<file path="src/rtl/dcs_pkg.sv">
package dcs_pkg;
   typedef enum logic [2:0] {
      OP_NONE  = 3'd0,
      OP_OPEN  = 3'd1,
      OP_READ  = 3'd2,
      OP_WRITE = 3'd3,
      OP_CLOSE = 3'd4
   } dcs_op_e;

   function automatic logic bl_legal(input logic [3:0] v);
      return (v == 4'd2) || (v == 4'd4) || (v == 4'd8);
   endfunction
endpackage

</file>
<file path="src/rtl/dcs_burst_cfg.sv">
module dcs_burst_cfg
   import dcs_pkg::*;
#(
   parameter int BL_RESET = 4
) (
   input  logic       clk,
   input  logic       rst_n,
   input  logic       wr_en,
   input  logic [3:0] wr_val,
   output logic [3:0] bl_q
);
   if (!(BL_RESET == 2 || BL_RESET == 4 || BL_RESET == 8)) begin : g_bad_reset
      $error("dcs_burst_cfg: BL_RESET must be 2, 4 or 8");
   end

   always_ff @(posedge clk) begin
      if (!rst_n) begin
         bl_q <= 4'(BL_RESET);
      end else if (wr_en && bl_legal(wr_val)) begin
         bl_q <= wr_val;
      end
   end

   AST_BL_LEGAL: assert property (@(posedge clk) disable iff (!rst_n)
      bl_legal(bl_q));
   AST_BL_HELD: assert property (@(posedge clk) disable iff (!rst_n)
      (wr_en && !bl_legal(wr_val)) |=> $stable(bl_q));
endmodule

</file>
<file path="src/rtl/dcs_bank_tracker.sv">
module dcs_bank_tracker #(
   parameter int ROW_W = 13,
   parameter int T_RCD = 3,
   parameter int T_RP  = 3
) (
   input  logic             clk,
   input  logic             rst_n,
   input  logic             act_fire,
   input  logic             pre_fire,
   input  logic             acc_fire,
   input  logic             acc_ap,
   input  logic [ROW_W-1:0] act_row,
   input  logic [3:0]       burst_len,
   output logic             open_o,
   output logic [ROW_W-1:0] row_o,
   output logic             timer_ok,
   output logic             closing
);
   localparam int TMAX  = (T_RCD > T_RP) ? T_RCD : T_RP;
   localparam int CNT_W = $clog2(TMAX + 1);

   logic             open_q;
   logic [ROW_W-1:0] row_q;
   logic [CNT_W-1:0] tmr_q;
   logic [3:0]       burst_q;

   always_ff @(posedge clk) begin
      if (!rst_n) begin
         open_q  <= 1'b0;
         row_q   <= '0;
         tmr_q   <= '0;
         burst_q <= '0;
      end else begin
         if (tmr_q != '0) tmr_q <= tmr_q - 1'b1;
         if (burst_q != '0) begin
            burst_q <= burst_q - 1'b1;
            if (burst_q == 4'd1) begin
               open_q <= 1'b0;
               tmr_q  <= CNT_W'(T_RP - 1);
            end
         end
         if (act_fire) begin
            open_q <= 1'b1;
            row_q  <= act_row;
            tmr_q  <= CNT_W'(T_RCD - 1);
         end
         if (pre_fire) begin
            open_q <= 1'b0;
            tmr_q  <= CNT_W'(T_RP - 1);
         end
         if (acc_fire && acc_ap) burst_q <= burst_len >> 1;
      end
   end

   assign open_o   = open_q;
   assign row_o    = row_q;
   assign timer_ok = (tmr_q == '0);
   assign closing  = (burst_q != '0);

   AST_ACC_ON_OPEN: assert property (@(posedge clk) disable iff (!rst_n)
      acc_fire |-> (open_q && burst_q == '0));
   AST_ACT_GAP: assert property (@(posedge clk) disable iff (!rst_n)
      act_fire |-> (!open_q && tmr_q == '0));
   AST_AP_CLOSE: assert property (@(posedge clk) disable iff (!rst_n)
      ($fell(open_q) && !$past(pre_fire)) |-> ($past(burst_q) == 4'd1));
   AST_ONE_FIRE: assert property (@(posedge clk) disable iff (!rst_n)
      $onehot0({act_fire, pre_fire, acc_fire}));
endmodule

</file>
<file path="src/rtl/dram_cmd_seq.sv">
module dram_cmd_seq
   import dcs_pkg::*;
#(
   parameter int NUM_BANKS = 4,
   parameter int ROW_W     = 13,
   parameter int COL_W     = 11,
   parameter int T_RCD     = 3,
   parameter int T_RP      = 3,
   parameter int BL_RESET  = 4,
   localparam int BANK_W   = $clog2(NUM_BANKS),
   localparam int ADDR_W   = (ROW_W > COL_W) ? ROW_W : COL_W
) (
   input  logic                 clk,
   input  logic                 rst_n,
   input  logic                 cfg_we,
   input  logic [3:0]           cfg_bl,
   output logic [3:0]           burst_len,
   input  logic                 req_valid,
   output logic                 req_ready,
   input  logic                 req_write,
   input  logic                 req_ap,
   input  logic [BANK_W-1:0]    req_bank,
   input  logic [ROW_W-1:0]     req_row,
   input  logic [COL_W-1:0]     req_col,
   output logic                 cmd_valid,
   output logic [2:0]           cmd_op,
   output logic [BANK_W-1:0]    cmd_bank,
   output logic [ADDR_W-1:0]    cmd_addr,
   output logic                 cmd_ap,
   output logic [NUM_BANKS-1:0] bank_open
);
   if (NUM_BANKS < 2 || (1 << BANK_W) != NUM_BANKS) begin : g_bad_banks
      $error("dram_cmd_seq: NUM_BANKS must be a power of two, at least 2");
   end
   if (T_RCD < 1 || T_RP < 1) begin : g_bad_gaps
      $error("dram_cmd_seq: T_RCD and T_RP must be at least 1");
   end

   // held request
   logic              pend_q;
   logic              wr_q, ap_q;
   logic [BANK_W-1:0] bank_q;
   logic [ROW_W-1:0]  row_q;
   logic [COL_W-1:0]  col_q;
   logic [ADDR_W-1:0] row_ext, col_ext;

   logic [3:0]           bl;
   logic [NUM_BANKS-1:0] open_v, ok_v, closing_v;
   logic [NUM_BANKS-1:0] act_v, pre_v, acc_v;
   logic [ROW_W-1:0]     row_v [NUM_BANKS];

   logic    do_act, do_pre, do_acc;
   dcs_op_e op_n;

   dcs_burst_cfg #(.BL_RESET(BL_RESET)) u_cfg (
      .clk(clk), .rst_n(rst_n), .wr_en(cfg_we), .wr_val(cfg_bl), .bl_q(bl)
   );
   assign burst_len = bl;

   if (ROW_W == ADDR_W) begin : g_row_full
      assign row_ext = row_q;
   end else begin : g_row_pad
      assign row_ext = {{(ADDR_W-ROW_W){1'b0}}, row_q};
   end
   if (COL_W == ADDR_W) begin : g_col_full
      assign col_ext = col_q;
   end else begin : g_col_pad
      assign col_ext = {{(ADDR_W-COL_W){1'b0}}, col_q};
   end

   for (genvar g = 0; g < NUM_BANKS; g++) begin : g_bank
      assign act_v[g] = do_act && (bank_q == BANK_W'(g));
      assign pre_v[g] = do_pre && (bank_q == BANK_W'(g));
      assign acc_v[g] = do_acc && (bank_q == BANK_W'(g));
      dcs_bank_tracker #(.ROW_W(ROW_W), .T_RCD(T_RCD), .T_RP(T_RP)) u_trk (
         .clk(clk), .rst_n(rst_n),
         .act_fire(act_v[g]), .pre_fire(pre_v[g]), .acc_fire(acc_v[g]),
         .acc_ap(ap_q), .act_row(row_q), .burst_len(bl),
         .open_o(open_v[g]), .row_o(row_v[g]),
         .timer_ok(ok_v[g]), .closing(closing_v[g])
      );
   end

   // pick the next command for the held request
   always_comb begin
      do_act = 1'b0;
      do_pre = 1'b0;
      do_acc = 1'b0;
      if (pend_q && !closing_v[bank_q] && ok_v[bank_q]) begin
         if (!open_v[bank_q])              do_act = 1'b1;
         else if (row_v[bank_q] == row_q)  do_acc = 1'b1;
         else                              do_pre = 1'b1;
      end
      if (do_act)      op_n = OP_OPEN;
      else if (do_pre) op_n = OP_CLOSE;
      else if (do_acc) op_n = wr_q ? OP_WRITE : OP_READ;
      else             op_n = OP_NONE;
   end

   always_ff @(posedge clk) begin
      if (!rst_n) begin
         pend_q    <= 1'b0;
         wr_q      <= 1'b0;
         ap_q      <= 1'b0;
         bank_q    <= '0;
         row_q     <= '0;
         col_q     <= '0;
         cmd_valid <= 1'b0;
         cmd_op    <= 3'd0;
         cmd_bank  <= '0;
         cmd_addr  <= '0;
         cmd_ap    <= 1'b0;
      end else begin
         cmd_valid <= do_act | do_pre | do_acc;
         cmd_op    <= 3'(op_n);
         cmd_bank  <= bank_q;
         cmd_addr  <= do_act ? row_ext : (do_acc ? col_ext : '0);
         cmd_ap    <= do_acc && ap_q;
         if (!pend_q && req_valid) begin
            pend_q <= 1'b1;
            wr_q   <= req_write;
            ap_q   <= req_ap;
            bank_q <= req_bank;
            row_q  <= req_row;
            col_q  <= req_col;
         end else if (do_acc) begin
            pend_q <= 1'b0;
         end
      end
   end

   assign req_ready = !pend_q;
   assign bank_open = open_v;

   AST_ONE_BANK_CMD: assert property (@(posedge clk) disable iff (!rst_n)
      $onehot0(act_v | pre_v | acc_v));
   AST_NOP_CODE: assert property (@(posedge clk) disable iff (!rst_n)
      !cmd_valid |-> (cmd_op == 3'd0));
   AST_READY_LOW_SETUP: assert property (@(posedge clk) disable iff (!rst_n)
      (cmd_valid && (cmd_op == 3'd1 || cmd_op == 3'd4)) |-> !req_ready);
   AST_ACCESS_FREES_PORT: assert property (@(posedge clk) disable iff (!rst_n)
      (cmd_valid && (cmd_op == 3'd2 || cmd_op == 3'd3)) |-> req_ready);
endmodule

</file>
<file path="config.mk">
export PLATFORM = sky130hd
export DESIGN_NAME = dram_cmd_seq
export DESIGN_NICKNAME = d
export VERILOG_FILES = /design/src/rtl/dcs_pkg.sv /design/src/rtl/dcs_burst_cfg.sv /design/src/rtl/dcs_bank_tracker.sv /design/src/rtl/dram_cmd_seq.sv
export SDC_FILE = /design/constraint.sdc
export NUM_CORES = 1
export LEC_CHECK = 0
export CAP_MARGIN = 10
export CORE_MARGIN = 10
export CORE_UTILIZATION = 40
export CTS_BUF_LIST = sky130_fd_sc_hd__clkbuf_4 sky130_fd_sc_hd__clkbuf_8
export CTS_CLUSTER_DIAMETER = 150
export DETAILED_ROUTE_END_ITERATION = 12
export MAX_ROUTING_LAYER = met4
export PLACE_DENSITY_LB_ADDON = 0.05
export SYNTH_ARGS = -nofsm -noshare
export SYNTH_HDL_FRONTEND = slang
export SYNTH_SLANG_ARGS = --single-unit
</file>
<file path="constraint.sdc">
create_clock -name clk -period 3 [get_ports clk]
set_clock_uncertainty 0.05 [all_clocks]
set_input_delay 0.45 -clock clk [delete_from_list [all_inputs] [get_ports clk]]
set_output_delay 0.45 -clock clk [all_outputs]
set_load 0.02 [all_outputs]
</file>
==> run summary, run 1 <==
Placer Congestion: 0.869
endpoint with the worst hold slack: col_q[10]
final setup fails: 0
clk sinks: 133
Tmin final: 2760 ps
Cell Pwr Density: 681 nW/um2
antenna violations before repair: 0
DR top layer: met4
period utilization: 0.919
Final Max Tran Viols: 0
starting density of the core: 0.406
Hold Crit Class: flop to flop
kind of critical path: flop to flop
share of layout cells above drive strength 1: 0.121
FP Rows: 44
Die ar.: 19900 um2
Port Buffer Count: 64
Area after DPL: 6730 um2
most common cell after layout, fill and taps aside: dfxtp_1
Syn Area/Cell: 9.66 um2
R2R cell count: 7
vias in the first global route: 4516
Die Span Y: 141 um
Clock Tree Buf Depth: 2
Reg2Reg Setup Slack: 240 ps
Clk Latency, worst-skew pair: 440 ps
wire per inst: 16.8 um
top_reg_cell synth: dfxtp_1
outcome: complete, no violations
clock root cell: clkbuf_8
WL met2: 7510 um
WP data required: 3240 ps
synth-to-layout area growth: 21.6%
Synth Register Bits: 133
CTS H-tree depth: 4
Synth warnings: 0
pin count of the biggest net entering global routing: 41
Max-Cap Viols: 0
Slew headroom: 0.334
Vias per Instance: 5.12
syn_nets: 656
# diodes: 0
WP data arrival: 3000 ps
vias: 4405
Syn Std Cell Area: 5870 um2
TritonCTS buffer count: 17
Seq/Total Area, Yosys: 0.453
maximum VDD drop: 0.285 mV
antenna-violating nets left: 0
PostCTS Resize Cnt: 0
final hold viol count: 0
Netlist cell types: 55
Worst R2R End: g_bank[1].u_trk.open_o
commonest non-fill, non-tap cells in the layout: dfxtp_1, nand2_1, mux2i_1
fillcell total: 1368
die width: 141 um
fmax: 363 MHz
Nets: 712
global-route wire length before repair: 23700 um
Routed WL: 14500 um
hpwl dp: 10400 um
initial drt markers: 237
CP startpoint kind: flop
EDFF count, synth: 0
fin area: 7140 um2
Post-CTS Setup Bufs: 0
met3 WL: 433 um
worst r2r src: g_bank[3].u_trk.burst_q[0]
DRC viols: 0
CTS tree: built
Crit. End Element: flop
Met1 Routed Length: 6300 um
hold path startpoint: col_q[10]
Core Area: 14500 um2
Mapped Cells: 608
global route overflow: 0
CP max FO: 6
share of flip-flops with an asynchronous set or reset: 0
Post-CTS Hold Buffers: 0
Total Routing Usage GR: 0.153
Reg clk slew, reported paths: 70 ps
hold path cells: 2
setup TNS: 0 ps
Leak Pwr: 2.91 nW
measured slew at the worst slew-check pin: 996 ps
boundary pin count: 65
Initial DRT Pass Iterations: 6
RSZ-0062 raised after global routing: false
[cell usage after synthesis (all sizes together), types with 12 or more instances]
cell    number  area [um2]
clkbuf      27         101
inv         16        60.1
dfxtp      133        2660
mux4        12         285
xnor2       15         131
ha          12         150
nor2        69         259
mux2i       71         711
buf         23         158
nand2       77         294
a21oi       39         195
nand3       15        75.1
[cell families (layout without fill, tap and decap cells)]
family | count (synthesis) | after routing | share of synthesized area
buf+inv | 66 | 134 | 0.0543
simple gates | 215 | 215 | 0.178
fa+ha+maj | 12 | 12 | 0.0256
mux | 84 | 84 | 0.172
compound gates | 81 | 81 | 0.0921
flops | 133 | 133 | 0.453
xor+xnor | 17 | 17 | 0.0254
[critical path, cell delays in order (launching register included)]
cell      delay, ps
dfxtp_1         320
inv_1           110
ha_1            200
or3b_2          540
o221a_2         380
nor4b_4         390
a21boi_1        450
a221oi_1        170
[layout make-up]
type                    count  area [um2]  share of cell area
clock buffers              22         278              0.0389
multi-input cells         409        2890               0.405
flip-flops and latches    133        2660               0.373
well taps                 184         230              0.0322
inverters                  16        60.1             0.00841
clock inverters             9         129              0.0180
repair buffers             87         888               0.124
[metal layers]
| metal | up-vias | track usage |
|---|---|---|
| met5 | - | - |
| met2 | 64 | 0.261 |
| met3 | 15 | 0.0373 |
| li1 | 2204 | - |
| met1 | 2122 | 0.168 |
| met4 | 0 | 0.0620 |
[worst max path at each step]
stage                               start                      to  slack, ps  cells after the start
2_1_floorplan  g_bank[3].u_trk.burst_q[0]            cmd_addr[10]        570                      9
3_3_place_gp   g_bank[3].u_trk.burst_q[0]  g_bank[3].u_trk.open_o        280                      7
3_5_place_dp   g_bank[3].u_trk.burst_q[0]  g_bank[1].u_trk.open_o        250                      7
4_1_cts                         bank_q[0]             cmd_addr[0]        230                      7
5_1_grt        g_bank[1].u_trk.burst_q[0]  g_bank[3].u_trk.open_o         20                      7
6_report       g_bank[3].u_trk.burst_q[0]  g_bank[1].u_trk.open_o        240                      7
[sequential cells by signal, indices dropped and copies added, names as in the netlist]
signal,count
cmd_op,3
g_bank.u_trk.burst_q,16
g_bank.u_trk.open_o,4
g_bank.u_trk.row_o,52
cmd_bank,2
cmd_addr,13
g_bank.u_trk.tmr_q,8
col_q,11
cmd_ap,1
ap_q,1
cmd_valid,1
u_cfg.bl_q,4
bank_q,2
row_ext,13
wr_q,1
pend_q,1
[per-stage QoR]
| step | instances | power, W | util | setup slack, ps | hold slack, ps |
|---|---|---|---|---|---|
| final | 860 | 0.00486 | 0.493 | 244 | 410 |
| after detailed placement | 829 | 0.00337 | 0.465 | 249 | 402 |
| after global placement | 829 | 0.00333 | 0.465 | 277 | 395 |
| after global routing | 860 | 0.00516 | 0.493 | 23.4 | 432 |
| after CTS | 860 | 0.00493 | 0.493 | 228 | 413 |
| after floorplan | 608 | 0.00298 | - | 569 | 386 |
[report_power, final]
| part | internal, W | total [W] | leakage [nW] | switching (W) |
|---|---|---|---|---|
| combinational | 0.000585 | 0.00124 | 1.62 | 0.000652 |
| sequential | 0.00193 | 0.00209 | 1.08 | 0.000157 |
| clock | 0.000873 | 0.00154 | 0.206 | 0.000667 |
(Power assumes the default switching activity.)
==> inputs of run 2 (changes only) <==
==> constraint.sdc (replaced) <==
create_clock -name clk -period 2.4 [get_ports clk]
set_clock_uncertainty 0.05 [all_clocks]
set_input_delay 0.36 -clock clk [delete_from_list [all_inputs] [get_ports clk]]
set_output_delay 0.36 -clock clk [all_outputs]
set_load 0.02 [all_outputs]
==> run 2 against run 1 <==
  * The run now ends with negative setup slack left
  * Count of clock-buffer cells in the layout grew 3
  * Die area stayed put
  * Sequential share of layout area fell by 3.6 points
  * Register-to-register slack lost 250 ps
  * Combinational power grew 67%
  * Final cell count increased by 5.2%
  * Critical path type unchanged
  * Highest routed layer unchanged
==> run summary, run 2 (same netlist as run 1, synthesis figures left out) <==
Hold Crit Class: input pin to flop
pin count of the biggest net entering global routing: 55
Reg clk slew, reported paths: 70 ps
fillcell total: 1294
hpwl dp: 10900 um
Port Buffer Count: 64
period utilization: 1.00
Cell Pwr Density: 844 nW/um2
worst hold slack: 400 ps
RSZ-0062 raised after global routing: true
Slew headroom: 0.622
maximum VDD drop: 0.506 mV
Routed WL: 16500 um
Leak Pwr: 3.21 nW
crit path launch: bank_q[1]
R2R cell count: 8
Tmin final: 2400 ps
outcome: finished with violations
CTS tree: built
kind of critical path: flop to flop
wire per inst: 18.2 um
# diodes: 0
CTS H-tree depth: 4
Nets: 756
initial drt markers: 237
final hold viol count: 0
Placer Congestion: 0.864
worst r2r src: bank_q[1]
WP data required: 2730 ps
TritonCTS buffer count: 17
FP Rows: 44
WP data arrival: 2740 ps
failing checks: negative setup slack
Crit. End Element: flop
Reg2Reg Setup Slack: -3 ps
clk sinks: 133
vias: 4655
max FFs per register: 52
Pint: 0.00465 W
share of layout cells above drive strength 1: 0.244
Final Core Density: 0.548
global route overflow: 0
worst setup path endpoint: cmd_addr[0]
Total Routing Usage GR: 0.168
CP startpoint kind: flop
CP max FO: 8
Die ar.: 19900 um2
Clock Tree Buf Depth: 2
Flop pwr share: 0.390
fmax: 416 MHz
Max-Cap Viols: 0
clock power share: 0.302
commonest non-fill, non-tap cells in the layout: dfxtp_1, nand2_1, nor2_1
Worst R2R End: cmd_addr[0]
boundary pin count: 65
sw power: 0.00205 W
antenna violations before repair: 0
antenna-violating nets left: 0
most common cell after layout, fill and taps aside: dfxtp_1
Post-CTS Hold Buffers: 0
Clk Latency, worst-skew pair: 450 ps
global-route wire length before repair: 25800 um
Core Area: 14500 um2
Die Span Y: 141 um
switching share of power: 0.306
vias in the first global route: 4813
Initial DRT Pass Iterations: 4
setup TNS: -3.91 ps
synth-to-layout area growth: 35.1%
die width: 141 um
starting density of the core: 0.406
clock root cell: clkbuf_8
Final Max Tran Viols: 0
combinational share of power: 0.308
DRC viols: 0
Vias per Instance: 5.14
final setup fails: 2
measured slew at the worst slew-check pin: 567 ps
Pwr Total: 0.00670 W
Setup WS post-layout: -3.15 ps
[run 2: cell count changes in the layout (fill, tap and decap cells not counted), sizes merged]
cell	previous run	this run
buf	23	64
clkbuf	22	28
clkinv	4	1
inv	16	17
[run 2: metrics by stage]
| stage | area, um2 | setup slack (ps) | cells |
|---|---|---|---|
| finish | 7940 | -3.15 | 905 |
| global route | 7940 | -112 | 905 |
| CTS | 7620 | -5.19 | 893 |
| detailed placement | 6920 | -159 | 850 |
| global placement | 6920 | -63.8 | 850 |
| floorplan | 5880 | 8.39 | 608 |
[run 2: critical path, cell delays in order (launching register included)]
cell,delay [ps]
dfxtp_4,410
buf_12,160
mux4_2,510
xnor2_1,180
nand4_1,180
nor3_4,260
and3_4,300
buf_12,140
a32o_1,150
[run 2: layout make-up]
cell class                 instances  area (um2)  area share
clock buffer                      25         313      0.0394
clock inverter                     7         119      0.0150
inverter                          16        60.1     0.00757
multi-input combinational        409        3180       0.400
sequential                       133        2670       0.337
tap                              184         230      0.0290
timing repair buffer             131        1370       0.172
[run 2: routing by layer]
metal,routed length (um),global-route usage
met3,578,0.0427
met1,7190,0.188
met4,357,0.0625
met5,0,-
met2,8370,0.281
[run 2: how the worst min path moves through the flow]
stage / depth (start not counted) / slack, ps / start / end
after global routing: 3 / 390 / req_row[3] / row_ext[3]
after floorplan: 2 / 390 / col_q[10] / col_q[10]
final: 3 / 400 / req_bank[1] / bank_q[1]
after global placement: 2 / 400 / col_q[6] / col_q[6]
after detailed placement: 2 / 400 / col_q[3] / col_q[3]
after CTS: 3 / 380 / req_bank[1] / bank_q[1]
[run 2: what timing repair did]
item | 4_1_cts | 5_1_grt
pin swaps | 15 | 19
endpoints found under the setup margin | 87 | 88
gates resized for setup | 38 | 39
cloned | 3 | 3
setup buffers | 8 | 10
[run 2: power by group through the flow]
stage	combinational, W	sequential [W]	clock [W]
2_1_floorplan	0.00114	0.00260	0
3_3_place_gp	0.00170	0.00263	0
3_5_place_dp	0.00173	0.00263	0
4_1_cts	0.00190	0.00259	0.00206
5_1_grt	0.00226	0.00265	0.00214
6_report	0.00207	0.00261	0.00202
